**config.mk**
```make
export PLATFORM = sky130hd
export DESIGN_NAME = pkg_idle_resolver
export DESIGN_NICKNAME = d
export VERILOG_FILES = /design/src/rtl/pkg_idle_types.sv /design/src/rtl/idle_min_tree.sv /design/src/rtl/idle_cap_reg.sv /design/src/rtl/pkg_idle_resolver.sv
export SDC_FILE = /design/constraint.sdc
export NUM_CORES = 1
export LEC_CHECK = 0
export BUFFER_PORTS_ARGS = -buffer_cell sky130_fd_sc_hd__buf_2
export CAP_MARGIN = 20
export CORE_AREA = 4 4 41 43
export CTS_CLUSTER_SIZE = 8
export DETAILED_ROUTE_END_ITERATION = 10
export DIE_AREA = 0 0 45 47
export HOLD_SLACK_MARGIN = 0.08
export PLACE_DENSITY = 0.44
export REMOVE_ABC_BUFFERS = 1
export SKIP_CTS_REPAIR_TIMING = 1
export SYNTH_ARGS = -nofsm -noshare
export SYNTH_HDL_FRONTEND = slang
export SYNTH_HIERARCHICAL = 1
export SYNTH_SLANG_ARGS = --single-unit
```
**constraint.sdc**
```tcl
create_clock -name clk -period 2.03 [get_ports clk]
set_input_delay 0.3045 -clock clk [delete_from_list [all_inputs] [get_ports clk]]
set_output_delay 0.3045 -clock clk [all_outputs]
set_load 0.01 [all_outputs]
```
**src/rtl/pkg_idle_types.sv**
```systemverilog
package pkg_idle_types;

  localparam int CST_W = 2;

  typedef enum logic [CST_W-1:0] {
    CST_C0 = 2'd0,
    CST_C1 = 2'd1,
    CST_C3 = 2'd2,
    CST_C6 = 2'd3
  } cstate_e;

  // shallower of two state codes (numeric minimum)
  function automatic logic [CST_W-1:0] cst_shallower(
    input logic [CST_W-1:0] a,
    input logic [CST_W-1:0] b
  );
    return (a < b) ? a : b;
  endfunction

endpackage

```
**src/rtl/idle_min_tree.sv**
```systemverilog
module idle_min_tree
  import pkg_idle_types::*;
#(
  parameter int NUM_IN = 4
) (
  input  logic [NUM_IN*CST_W-1:0] codes,
  output logic [CST_W-1:0]        shallowest
);

  localparam int LEVELS = (NUM_IN > 1) ? $clog2(NUM_IN) : 1;
  localparam int LEAVES = 1 << LEVELS;

  for (genvar l = 0; l <= LEVELS; l++) begin : g_lv
    localparam int WIDTH = LEAVES >> l;
    logic [CST_W-1:0] v [WIDTH];
    if (l == 0) begin : g_leaf
      for (genvar i = 0; i < WIDTH; i++) begin : g_in
        if (i < NUM_IN) begin : g_real
          assign v[i] = codes[i*CST_W +: CST_W];
        end else begin : g_pad
          // deepest code is the identity for a minimum
          assign v[i] = CST_C6;
        end
      end
    end else begin : g_node
      for (genvar i = 0; i < WIDTH; i++) begin : g_cmp
        assign v[i] = cst_shallower(g_lv[l-1].v[2*i], g_lv[l-1].v[2*i+1]);
      end
    end
  end

  assign shallowest = g_lv[LEVELS].v[0];

endmodule

```
**src/rtl/idle_cap_reg.sv**
```systemverilog
module idle_cap_reg
  import pkg_idle_types::*;
(
  input  logic             clk,
  input  logic             rst,
  input  logic [CST_W-1:0] request,
  input  logic [CST_W-1:0] grant,
  output logic [CST_W-1:0] state_q,
  output logic             change_q
);

  logic [CST_W-1:0] capped;

  assign capped = cst_shallower(request, grant);

  always_ff @(posedge clk) begin
    if (rst) begin
      state_q  <= CST_C0;
      change_q <= 1'b0;
    end else begin
      state_q  <= capped;
      change_q <= (capped != state_q);
    end
  end

endmodule

```
**src/rtl/pkg_idle_resolver.sv**
```systemverilog
module pkg_idle_resolver
  import pkg_idle_types::*;
#(
  parameter int NUM_CORES = 4
) (
  input  logic                       clk,
  input  logic                       rst,
  input  logic [NUM_CORES*CST_W-1:0] core_cstate,
  input  logic [CST_W-1:0]           plat_grant,
  output logic [CST_W-1:0]           pkg_cstate,
  output logic                       pkg_change
);

  logic [CST_W-1:0] core_req;

  idle_min_tree #(.NUM_IN(NUM_CORES)) u_tree (
    .codes      (core_cstate),
    .shallowest (core_req)
  );

  idle_cap_reg u_cap (
    .clk      (clk),
    .rst      (rst),
    .request  (core_req),
    .grant    (plat_grant),
    .state_q  (pkg_cstate),
    .change_q (pkg_change)
  );

endmodule

```
==> impl_metrics.env <==
export IMPL_outcome="finished clean"
export IMPL_critical_path_class="primary input to register"
export IMPL_worst_endpoint_arrival_ns=1.62
export IMPL_holdPathStages=2
export IMPL_synth_area_leaders="ha_1 (37%), dfxtp_1 (22%), inv_1 (8.3%)"
export IMPL_synth_edf_count=0
export IMPL_die_area_um2=2120
export IMPL_dr_pass1_iters=1
export IMPL_period_minus_slack_ns=1.47
export IMPL_die_h_um=47
export IMPL_leakagePower_nw=0.221
export IMPL_setup_viol=0
export IMPL_cts_sinks=3
export IMPL_report_final_slew_viol_count=0
export IMPL_antenna_found_initial=0
export IMPL_clk_pin_slew_worst_paths_ns=0.04
export IMPL_p_int_uw=165
export IMPL_grt_max_degree=4
export IMPL_grt_first_pass_wirelength_um=890
export IMPL_min_path_type="primary input to register"
export IMPL_clock_path_buffers=2
export IMPL_io_pins=15
export IMPL_synth_top_area_frac=0.369
export IMPL_layout_nets=71
export IMPL_r2r_cells=3
export IMPL_relSlewSlack=0.850
export IMPL_path_max_fanout=3
export IMPL_rsz0062_at_grt="no"
export IMPL_fmax_ghz=0.682
export IMPL_clockPowerShare=0.471
export IMPL_seq_area_frac_synth=0.221
export IMPL_tightest_slew_ns=0.225
export IMPL_grt_total_usage=0.0639
export IMPL_drt_wirelength_per_cell_um=7.65
export IMPL_power_frac_seq=0.293
export IMPL_grt_ovfl_total=0
export IMPL_async_flop_share=0
export IMPL_netSwitchingFraction=0.249
export IMPL_finClkSkew_ns=0.000440
export IMPL_drt_wl_total_um=497
export IMPL_ctsHtreeMaxLevel=1
export IMPL_endpoint_kind="register"
export IMPL_ys_ff_latch=3
export IMPL_core_area_um2=1300
export IMPL_remaining_drc_errors=0
export IMPL_finalCritPeriodShare=0.723
export IMPL_powerDensity_nw_per_um2=568
export IMPL_synthTopCellsByCount="ha_1 (8), inv_1 (6), dfxtp_1 (3), nor2_1 (3)"
export IMPL_synth_cells=32
export IMPL_fin_util=0.297
export IMPL_ys_warnings_count=6
export IMPL_avgSynthCellArea_um2=8.48
export IMPL_worstSetupStartpointType="primary input"
export IMPL_rows=13
export IMPL_netlist_area_um2=272
export IMPL_whs_ns=0.261
export IMPL_ant_nets=0
export IMPL_hold_viol_final=0
export IMPL_drtIter0Drc=0
export IMPL_ys_flop_type="dfxtp_1"
export IMPL_grt_pass1_vias=238
export IMPL_cts_root_buf="clkbuf_4"
export IMPL_finalWeightedCongestion=0.655
export IMPL_syn2layout_area_growth_pct=42.4
export IMPL_clkLatencyLatePin_ns=0.23
export IMPL_start_util=0.209
export IMPL_diodes=0
export IMPL_p_switching_uw=54.6
export IMPL_cts_buffers=3
export IMPL_pwr_share_comb=0.236
export IMPL_cts_tree="built"
export IMPL_post_drt_via_cell_ratio=3.94
export IMPL_dp_slack_ns=0.309
export IMPL_cp_required_ns=2.19
export IMPL_yosysUniqueCellTypes=14
export IMPL_max_cap_violations=0
export IMPL_dp_hpwl_um=440
export IMPL_setup_ws_ns=0.563
export IMPL_port_buffers=14
export IMPL_vdd_drop_max_uv=109
export IMPL_setup_tns_ns=0
export IMPL_drive_gt1_frac=0.360
export IMPL_vias=256
export IMPL_yosysMostFrequentCell="ha_1"
export IMPL_synth_top_cell_by_area="ha_1"
export IMPL_die_x_um=45
==> state kept, by name (all words and copies together) (netlist names) <==
name / count
u_cap/state_q: 2
u_cap/change_q: 1
==> path summary, 6_finish.rpt <==
check                                       from             end  slack [ns]
worst max-delay path              core_cstate[1]  u_cap/change_q        0.56
worst min-delay path                         rst  u_cap/change_q        0.26
worst max register to register  u_cap/state_q[0]  u_cap/change_q        1.30
worst min register to register  u_cap/state_q[0]  u_cap/change_q        0.54
==> through the flow <==
stage / cells / total power, mW / area, um2
after floorplan: 32 / 0.0975 / 272
after global placement: 61 / 0.118 / 360
after detailed placement: 61 / 0.118 / 360
after CTS: 65 / 0.227 / 387
after global routing: 65 / 0.242 / 387
final: 65 / 0.219 / 387
==> critical path, cell delays in order <==
cell and delay [ns]:
buf_2 0.11, ha_1 0.21, ha_1 0.29, nand2_1 0.06
a22oi_1 0.07, or2_4 0.26, a21o_1 0.18, a31oi_1 0.14
==> cells by family (layout without fill, tap and decap cells) <==
| family | count (synthesis) | count (layout) | share of synthesized area |
|---|---|---|---|
| fa+ha+maj | 8 | 8 | 0.369 |
| buf+inv | 6 | 24 | 0.0829 |
| flops | 3 | 3 | 0.221 |
| xor+xnor | 1 | 1 | 0.0323 |
| compound gates | 6 | 6 | 0.152 |
| simple gates | 8 | 8 | 0.143 |
==> final cells by class <==
type,instances,area (um2)
Fill cell,164,915
Multi-Input combinational cell,23,189
Timing Repair Buffer,14,70.1
Sequential cell,3,60.1
Clock buffer,4,26.3
Inverter,6,22.5
Tap cell,15,18.8
==> power by group through the flow <==
stage / registers (mW) / logic [mW] / clock network (mW)
after floorplan: 0.0677 / 0.0298 / 0
after global placement: 0.0653 / 0.0529 / 0
after detailed placement: 0.0653 / 0.0526 / 0
after CTS: 0.0644 / 0.0529 / 0.110
after global routing: 0.0647 / 0.0620 / 0.115
final: 0.0644 / 0.0518 / 0.103
==> cell usage in the layout, fill, tap and decap left out <==
master / count
a31oi_1: 1
nor2b_1: 1
nand3_1: 1
a21o_1: 1
o21bai_1: 1
a22oi_1: 1
nand2_1: 2
clkbuf_1: 1
nor2_1: 3
clkbuf_4: 3
inv_1: 6
o22ai_1: 2
dfxtp_1: 3
ha_1: 8
or2_4: 1
xnor2_1: 1
buf_2: 14
==> per-layer routing <==
| metal | GRT usage | share of wire | wire length (um) | vias up |
|---|---|---|---|---|
| met4 | 0.0877 | 0.016 | 8 | 0 |
| li1 | - | - | - | 140 |
| met3 | 0.0192 | 0.15 | 73 | 2 |
| met2 | 0.0819 | 0.38 | 187 | 14 |
| met1 | 0.0724 | 0.46 | 227 | 100 |
| met5 | 0 | 0 | 0 | - |
No activity file was read; power rests on OpenSTA's default activity.
